**config.mk**
```make
export PLATFORM = sky130hd
export DESIGN_NAME = i2c_host_ctrl
export DESIGN_NICKNAME = d
export VERILOG_FILES = /design/src/rtl/i2cm_pkg.sv /design/src/rtl/i2cm_decode.sv /design/src/rtl/i2cm_lane_merge.sv /design/src/rtl/i2cm_req_port.sv /design/src/rtl/i2c_host_ctrl.sv
export SDC_FILE = /design/constraint.sdc
export NUM_CORES = 1
export LEC_CHECK = 0
export BUFFER_PORTS_ARGS = -buffer_cell sky130_fd_sc_hd__buf_2
export CORE_ASPECT_RATIO = 0.75
export CORE_MARGIN = 2
export CORE_UTILIZATION = 52
export DETAILED_ROUTE_END_ITERATION = 10
export GPL_TIMING_DRIVEN = 0
export HOLD_SLACK_MARGIN = 0.1
export PLACE_DENSITY = 0.76
export SLEW_MARGIN = 20
export SYNTH_ARGS = -nofsm -noshare
export SYNTH_HDL_FRONTEND = slang
export SYNTH_SLANG_ARGS = --single-unit
```
**constraint.sdc**
```tcl
create_clock -name clk -period 2.3 [get_ports clk]
set_clock_uncertainty 0.05 [all_clocks]
set_input_delay 0.23 -clock clk [delete_from_list [all_inputs] [get_ports clk]]
set_output_delay 0.23 -clock clk [all_outputs]
set_load 0.05 [all_outputs]
```
**src/rtl/i2cm_pkg.sv**
```systemverilog
package i2cm_pkg;
   typedef enum logic [1:0] {OP_START = 2'd0, OP_SEND = 2'd1, OP_RECV = 2'd2, OP_STOP = 2'd3} eng_op_e;
   typedef enum logic [2:0] {K_IDLE, K_ADDR, K_SEND, K_RECV, K_STOP, K_DROP} wait_kind_e;
   typedef enum logic [2:0] {SEL_OWN, SEL_DIV, SEL_CTRL, SEL_STAT, SEL_DATA, SEL_NONE} reg_sel_e;

   localparam int CTRL_W   = 5;
   localparam int CB_EN    = 0;
   localparam int CB_IE    = 1;
   localparam int CB_MS    = 2;
   localparam int CB_TX    = 3;
   localparam int CB_RS    = 4;
   localparam int SB_NACK  = 0;
   localparam int SB_PEND  = 1;
   localparam int SB_BBUSY = 2;
   localparam int SB_EBUSY = 3;
endpackage

```
**src/rtl/i2cm_decode.sv**
```systemverilog
module i2cm_decode
   import i2cm_pkg::*;
#(
   parameter int OFF_W = 5
) (
   input  logic [OFF_W-1:0] off,
   output reg_sel_e         sel
);
   localparam int IW = OFF_W - 2;

   generate
      if (OFF_W < 5) begin : g_bad_off
         $error("i2cm_decode: OFF_W must be at least 5");
      end
   endgenerate

   logic [IW-1:0] idx;
   assign idx = off[OFF_W-1:2];

   always_comb begin
      sel = SEL_NONE;
      if (off[1:0] == 2'b00) begin
         case (idx)
            IW'(0):  sel = SEL_OWN;
            IW'(1):  sel = SEL_DIV;
            IW'(2):  sel = SEL_CTRL;
            IW'(3):  sel = SEL_STAT;
            IW'(4):  sel = SEL_DATA;
            default: sel = SEL_NONE;
         endcase
      end
   end
endmodule

```
**src/rtl/i2cm_lane_merge.sv**
```systemverilog
module i2cm_lane_merge #(
   parameter int REG_W = 16
) (
   input  logic [REG_W-1:0]   cur,
   input  logic [REG_W-1:0]   wdata,
   input  logic [REG_W/8-1:0] be,
   output logic [REG_W-1:0]   merged
);
   localparam int LANES = REG_W / 8;

   generate
      if ((REG_W % 8) != 0 || REG_W < 16) begin : g_bad_w
         $error("i2cm_lane_merge: REG_W must be a multiple of 8 and at least 16");
      end
      for (genvar l = 0; l < LANES; l++) begin : g_lane
         assign merged[l*8 +: 8] = be[l] ? wdata[l*8 +: 8] : cur[l*8 +: 8];
      end
   endgenerate
endmodule

```
**src/rtl/i2cm_req_port.sv**
```systemverilog
module i2cm_req_port #(
   parameter int DATA_W = 8
) (
   input  logic              clk,
   input  logic              rst_n,
   input  logic              launch,
   input  logic [1:0]        launch_op,
   input  logic [DATA_W-1:0] launch_data,
   input  logic              ready,
   output logic              valid,
   output logic [1:0]        op,
   output logic [DATA_W-1:0] data
);
   always_ff @(posedge clk or negedge rst_n) begin
      if (!rst_n) begin
         valid <= 1'b0;
         op    <= '0;
         data  <= '0;
      end else if (launch) begin
         valid <= 1'b1;
         op    <= launch_op;
         data  <= launch_data;
      end else if (valid && ready) begin
         valid <= 1'b0;
      end
   end

   assert_req_hold_R14: assert property (@(posedge clk) disable iff (!rst_n)
      (valid && !ready) |=> (valid && $stable(op) && $stable(data)));

   assert_no_overlap_R14: assert property (@(posedge clk) disable iff (!rst_n)
      launch |-> !valid);
endmodule

```
**src/rtl/i2c_host_ctrl.sv**
```systemverilog
module i2c_host_ctrl
   import i2cm_pkg::*;
#(
   parameter int OFF_W = 5,
   parameter int REG_W = 16,
   parameter int OWN_W = 7,
   parameter int DIV_W = 6
) (
   input  logic               clk,
   input  logic               rst_n,
   input  logic               bus_sel,
   input  logic               bus_wr,
   input  logic [OFF_W-1:0]   bus_off,
   input  logic [REG_W/8-1:0] bus_be,
   input  logic [REG_W-1:0]   bus_wdata,
   output logic [REG_W-1:0]   bus_rdata,
   output logic               bus_err,
   output logic               irq,
   output logic               eng_req_valid,
   input  logic               eng_req_ready,
   output logic [1:0]         eng_req_op,
   output logic [7:0]         eng_req_data,
   input  logic               eng_done,
   input  logic               eng_ack,
   input  logic [7:0]         eng_rdata
);
   localparam int LANES = REG_W / 8;

   generate
      if (OWN_W < 1 || OWN_W > REG_W) begin : g_bad_own
         $error("i2c_host_ctrl: OWN_W out of range");
      end
      if (DIV_W < 1 || DIV_W > REG_W) begin : g_bad_div
         $error("i2c_host_ctrl: DIV_W out of range");
      end
   endgenerate

   // register state
   logic [OWN_W-1:0]  own_q;
   logic [DIV_W-1:0]  div_q;
   logic [CTRL_W-1:0] ctrl_q;
   logic              nack_q, pend_q, bbusy_q;
   logic              addr_valid_q, stop_pend_q, err_q;
   logic [7:0]        tx_q, rx_q;
   wait_kind_e        kind_q;

   // access decode
   reg_sel_e          sel;
   logic              acc, wr, rd;
   logic [REG_W-1:0]  rd_val, merged;

   i2cm_decode #(.OFF_W(OFF_W)) u_decode (.off(bus_off), .sel(sel));

   assign acc = bus_sel && (bus_be != '0);
   assign wr  = acc && bus_wr;
   assign rd  = acc && !bus_wr;

   logic eng_busy;
   assign eng_busy = (kind_q != K_IDLE) || stop_pend_q;

   always_comb begin
      rd_val = '0;
      case (sel)
         SEL_OWN:  rd_val = REG_W'(own_q);
         SEL_DIV:  rd_val = REG_W'(div_q);
         SEL_CTRL: rd_val = REG_W'(ctrl_q);
         SEL_STAT: rd_val = REG_W'({eng_busy, bbusy_q, pend_q, nack_q});
         SEL_DATA: rd_val = REG_W'(rx_q);
         default:  rd_val = '0;
      endcase
   end
   assign bus_rdata = rd_val;

   i2cm_lane_merge #(.REG_W(REG_W)) u_merge (
      .cur(rd_val), .wdata(bus_wdata), .be(bus_be[LANES-1:0]), .merged(merged));

   // request launch decision
   logic       launch, stop_launch, tx_load, rd_bad;
   eng_op_e    l_op;
   logic [7:0] l_data;
   wait_kind_e l_kind;

   always_comb begin
      launch      = 1'b0;
      stop_launch = 1'b0;
      tx_load     = 1'b0;
      rd_bad      = 1'b0;
      l_op        = OP_START;
      l_data      = bus_wdata[7:0];
      l_kind      = K_IDLE;
      if (wr && sel == SEL_DATA && ctrl_q[CB_EN] && !eng_busy) begin
         tx_load = 1'b1;
         if (ctrl_q[CB_MS]) begin
            launch = 1'b1;
            if (!addr_valid_q) begin
               l_op   = OP_START;
               l_kind = K_ADDR;
            end else begin
               l_op   = OP_SEND;
               l_kind = K_SEND;
            end
         end
      end
      if (rd && sel == SEL_DATA && ctrl_q[CB_MS] && !eng_busy) begin
         if (addr_valid_q && !ctrl_q[CB_TX]) begin
            launch = 1'b1;
            l_op   = OP_RECV;
            l_kind = K_RECV;
            l_data = 8'h00;
         end else begin
            rd_bad = 1'b1;
         end
      end
      if (kind_q == K_IDLE && stop_pend_q) begin
         launch      = 1'b1;
         stop_launch = 1'b1;
         l_op        = OP_STOP;
         l_kind      = K_STOP;
         l_data      = 8'h00;
      end
   end

   i2cm_req_port #(.DATA_W(8)) u_req (
      .clk(clk), .rst_n(rst_n), .launch(launch), .launch_op(l_op),
      .launch_data(l_data), .ready(eng_req_ready), .valid(eng_req_valid),
      .op(eng_req_op), .data(eng_req_data));

   logic raise_ok, drop_ok, stop_keep, soft_rst, host_err;
   assign raise_ok  = ctrl_q[CB_EN] && ctrl_q[CB_IE];
   assign drop_ok   = (kind_q != K_IDLE) && !eng_done;
   assign stop_keep = stop_pend_q && !stop_launch;
   assign soft_rst  = wr && sel == SEL_CTRL && ctrl_q[CB_EN] && !merged[CB_EN];
   assign host_err  = (acc && sel == SEL_NONE) || rd_bad;

   always_ff @(posedge clk or negedge rst_n) begin
      if (!rst_n) begin
         own_q        <= '0;
         div_q        <= '0;
         ctrl_q       <= '0;
         nack_q       <= 1'b0;
         pend_q       <= 1'b0;
         bbusy_q      <= 1'b0;
         addr_valid_q <= 1'b0;
         stop_pend_q  <= 1'b0;
         err_q        <= 1'b0;
         tx_q         <= '0;
         rx_q         <= '0;
         kind_q       <= K_IDLE;
      end else begin
         err_q <= host_err;
         if (launch)      kind_q <= l_kind;
         if (stop_launch) stop_pend_q <= 1'b0;
         if (tx_load)     tx_q <= bus_wdata[7:0];

         // engine completion
         if (eng_done && kind_q != K_IDLE) begin
            kind_q <= K_IDLE;
            case (kind_q)
               K_ADDR: begin
                  if (eng_ack) begin
                     nack_q       <= 1'b0;
                     addr_valid_q <= 1'b1;
                     if (raise_ok) pend_q <= 1'b1;
                  end else begin
                     nack_q <= 1'b1;
                  end
               end
               K_SEND: begin
                  if (eng_ack) begin
                     nack_q <= 1'b0;
                     if (raise_ok) pend_q <= 1'b1;
                  end else begin
                     nack_q       <= 1'b1;
                     addr_valid_q <= 1'b0;
                     stop_pend_q  <= 1'b1;
                  end
               end
               K_RECV: begin
                  rx_q <= eng_rdata;
                  if (raise_ok) pend_q <= 1'b1;
               end
               default: ;
            endcase
         end

         // register writes
         if (wr) begin
            case (sel)
               SEL_OWN: own_q <= merged[OWN_W-1:0];
               SEL_DIV: div_q <= merged[DIV_W-1:0];
               SEL_CTRL: begin
                  if (soft_rst) begin
                     ctrl_q       <= '0;
                     div_q        <= '0;
                     nack_q       <= 1'b0;
                     pend_q       <= 1'b0;
                     bbusy_q      <= 1'b0;
                     rx_q         <= '0;
                     tx_q         <= '0;
                     addr_valid_q <= 1'b0;
                     stop_pend_q  <= stop_keep || addr_valid_q;
                     if (drop_ok) kind_q <= K_DROP;
                  end else begin
                     ctrl_q  <= merged[CTRL_W-1:0];
                     bbusy_q <= merged[CB_MS];
                     if (addr_valid_q && (!merged[CB_MS] || merged[CB_RS])) begin
                        addr_valid_q <= 1'b0;
                        stop_pend_q  <= 1'b1;
                        if (merged[CB_RS]) ctrl_q[CB_RS] <= 1'b0;
                        if (drop_ok) kind_q <= K_DROP;
                     end
                  end
               end
               SEL_STAT: begin
                  if (pend_q && !merged[SB_PEND]) pend_q <= 1'b0;
               end
               default: ;
            endcase
         end
      end
   end

   assign irq     = pend_q;
   assign bus_err = err_q;

   assert_irq_gate_R8: assert property (@(posedge clk) disable iff (!rst_n)
      $rose(irq) |-> $past(ctrl_q[CB_EN] && ctrl_q[CB_IE]));

   assert_soft_keep_R13: assert property (@(posedge clk) disable iff (!rst_n)
      soft_rst |=> ($stable(own_q) && ctrl_q == '0 && !irq));

   assert_off_ignore_R4: assert property (@(posedge clk) disable iff (!rst_n)
      (wr && sel == SEL_DATA && !ctrl_q[CB_EN]) |=> ($stable(tx_q) && !eng_req_valid));

   assert_addr_nack_R6: assert property (@(posedge clk) disable iff (!rst_n)
      (eng_done && kind_q == K_ADDR && !eng_ack) |=> !addr_valid_q);
endmodule

```
==> metrics.cfg <==
[sta]
fmaxAchievable_mhz=448
period_share=0.969
setup_tns_ns=0
setup-violations-final=0
relSlewSlack=0.613
worst_slew_pin_slew_ns=0.580
final-max-slew-violation-count=0
finalHoldViolCount=0
post-route-min-period_ns=2.23
hold-worst-slack_ns=0.0988

[synthesis]
synth.most_common_cell=dfrtp_1
synth_seq_cells=45
async_flop_share=1.00
synth_area_leader_cell=dfrtp_1
synth_edf_count=0
syn-mean-instance-area_sq_um=9.36
ys_top_cells_by_area=dfrtp_1, nand2_1, mux2i_1
yosysUniqueCellTypes=55
yosys_warnings=0
synthTopCellsByCount=dfrtp_1, nand2_1, nor2_1
syn_area_sq_mm=0.00249
yosys.area.top_type_share=0.452
synth-main-ff-cell=dfrtp_1
ys_seq_area_frac=0.452
synthCells=266

[global_route]
grt_pass1_vias=2057
grt_pass1_wl_mm=10.3
grt_overflow=0
grt_start_max_net_pins=46
track_usage=0.251
antenna_found_initial=0

[final_layout]
multi_input_area_sq_mm=0.00125
drive_gt1_frac=0.261
finish.utilization=0.662
ff_latch_area_sq_mm=0.00113
syn2layout_area_growth_pct=21.0
final_nets=370
final_area_sq_mm=0.00301
diodes=0
n_fill_cell=390

[hold_path]
min_path_type=input pin to flop

[setup_path]
path_cells=or3_4 -> nor2_4 -> a31oi_1 -> a22o_1 -> buf_4
cp_slowest_cell=dfrtp_1
cp.required_ns=2.02
critPathCaptureType=output port
cp_slowest_stage_delay_ns=0.49
setup.worst_path.class=flop to output port
worstPathArrival_ns=1.95
start_kind=flop
path_max_fanout=8

[die]
core-area_sq_mm=0.00455
fp.dieArea_sq_mm=0.00536
die_x_um=83.9
rows=21
io_pins=67
initial_utilization=0.547
dieHeight_um=63.9

[clocking]
cts_tree=yes
cts_max_path_buffers=2
path_clk_slew_ns=0.09
htree_levels=2
cts_root_buffer=clkbuf_8
cts_buffers=5
cts.sinks=45
insertion_delay_ns=0.31

[route]
avgRoutedWirePerCell_um=16.9
drt-initial-drc-count=215
drc=0
wirelength_mm=6.59
drtAntennaViolNets=0
viasPerCell=5.71
first_pass_iters=6
vias=2228

[place]
place_area_sq_mm=0.00283
gp_congestion=0.963
dp_hpwl_mm=4.79
port_buffers=48

[power]
pwr-share-seq=0.489
internal_power_mw=1.23
clock_power_share=0.373
ir_worst_vdd_mv=0.388
switchingPower_mw=0.478
p_sw_frac=0.279
pwr-share-comb=0.138
finalPower_mw=1.71
static-leakage-power_nw=1.52
pwr_density_cell_mw_per_mm2=569

[flow_run]
cap_violations=0

[outcome]
status=finished, final reports clean

-- final timing paths --
check                                from           end  slack, ns  cells after the start
max in group asynchronous           rst_n      div_q[5]       1.40                      2
worst min-delay path             eng_done     kind_q[2]        0.1                      2
min in group asynchronous           rst_n      own_q[0]       0.40                      2
worst max-delay path            kind_q[1]  bus_rdata[3]       0.07                      5
worst min register to register   own_q[3]      own_q[3]       0.44                      2
worst max register to register  ctrl_q[0]   stop_pend_q       0.22                      8
-- worst max-delay path, delay by kind of cell, from the launching register on --
kind | cells | cell delay [ns]
and+or+nand+nor | 2 | 0.63
DFF | 1 | 0.49
AOI/OAI and AO/OA | 2 | 0.31
buffers and inverters | 1 | 0.19
-- cell usage in the layout (no fill, tap or decap), types with 5 or more instances in the layout --
master	count
buf_2	50
dfrtp_1	45
nand2_1	44
nor2_1	18
a21oi_1	16
mux2i_1	16
buf_4	15
o21ai_0	10
conb_1	8
nor3_1	6
nor2b_1	6
inv_1	5
nand2b_1	5
clkbuf_1	5
clkbuf_8	5
-- routing by layer --
metal  track usage  wire (um)  up-vias
li1              -          -     1067
met1         0.376       3050     1032
met2         0.338       2800      116
met3        0.0775        639       13
met4        0.0968         96        0
met5             0          0        -
-- power by group through the flow --
stage / registers, mW / clock network [mW] / logic (mW)
2_1_floorplan: 0.867 / 0 / 0.136
3_3_place_gp: 0.851 / 0 / 0.227
3_5_place_dp: 0.852 / 0 / 0.229
4_1_cts: 0.837 / 0.645 / 0.232
5_1_grt: 0.840 / 0.687 / 0.255
6_report: 0.837 / 0.639 / 0.236
-- per-stage QoR --
stage	setup slack, ns	cells
after floorplan	0.104	273
after global placement	-0.117	378
after detailed placement	-0.125	378
after CTS	0.0261	386
after global routing	-0.0171	390
final	0.0703	390
-- cells by family (layout without fill, tap and decap cells) --
| family | after synthesis | after routing | share of synthesized area |
|---|---|---|---|
| other | 1 | 8 | 0.00151 |
| buffers and inverters | 28 | 88 | 0.0654 |
| AO/OA/AOI/OAI | 66 | 66 | 0.187 |
| flip-flops | 45 | 45 | 0.452 |
| AND/OR/NAND/NOR | 104 | 104 | 0.200 |
| XOR/XNOR | 1 | 1 | 0.00352 |
| multiplexers | 20 | 20 | 0.0870 |
| adder cells (fa/ha/maj) | 1 | 1 | 0.00402 |
-- state kept, by name, summed over array words and instances, names as in the netlist, 2 cells and up --
signal	flops
kind_q	3
ctrl_q	5
div_q	6
rx_q	8
own_q	7
u_req.op	2
u_req.data	8
-- cell type report --
class,count,share of cell area
Clock inverter,3,0.0166
Multi-Input combinational cell,200,0.414
Sequential cell,45,0.374
Timing Repair Buffer,53,0.0956
Buffer,21,0.0453
Tap cell,57,0.0237
Clock buffer,5,0.0229
Inverter,6,0.00748
-- timing repair --
item,4_1_cts,5_1_grt
resized for setup,3,3
endpoints found under the setup margin,5,17
hold buffers,1,1
pin swaps,0,3
buffers inserted,0,3
endpoints found under the hold margin,45,1
Note: power is estimated with default switching activity, not from simulation.
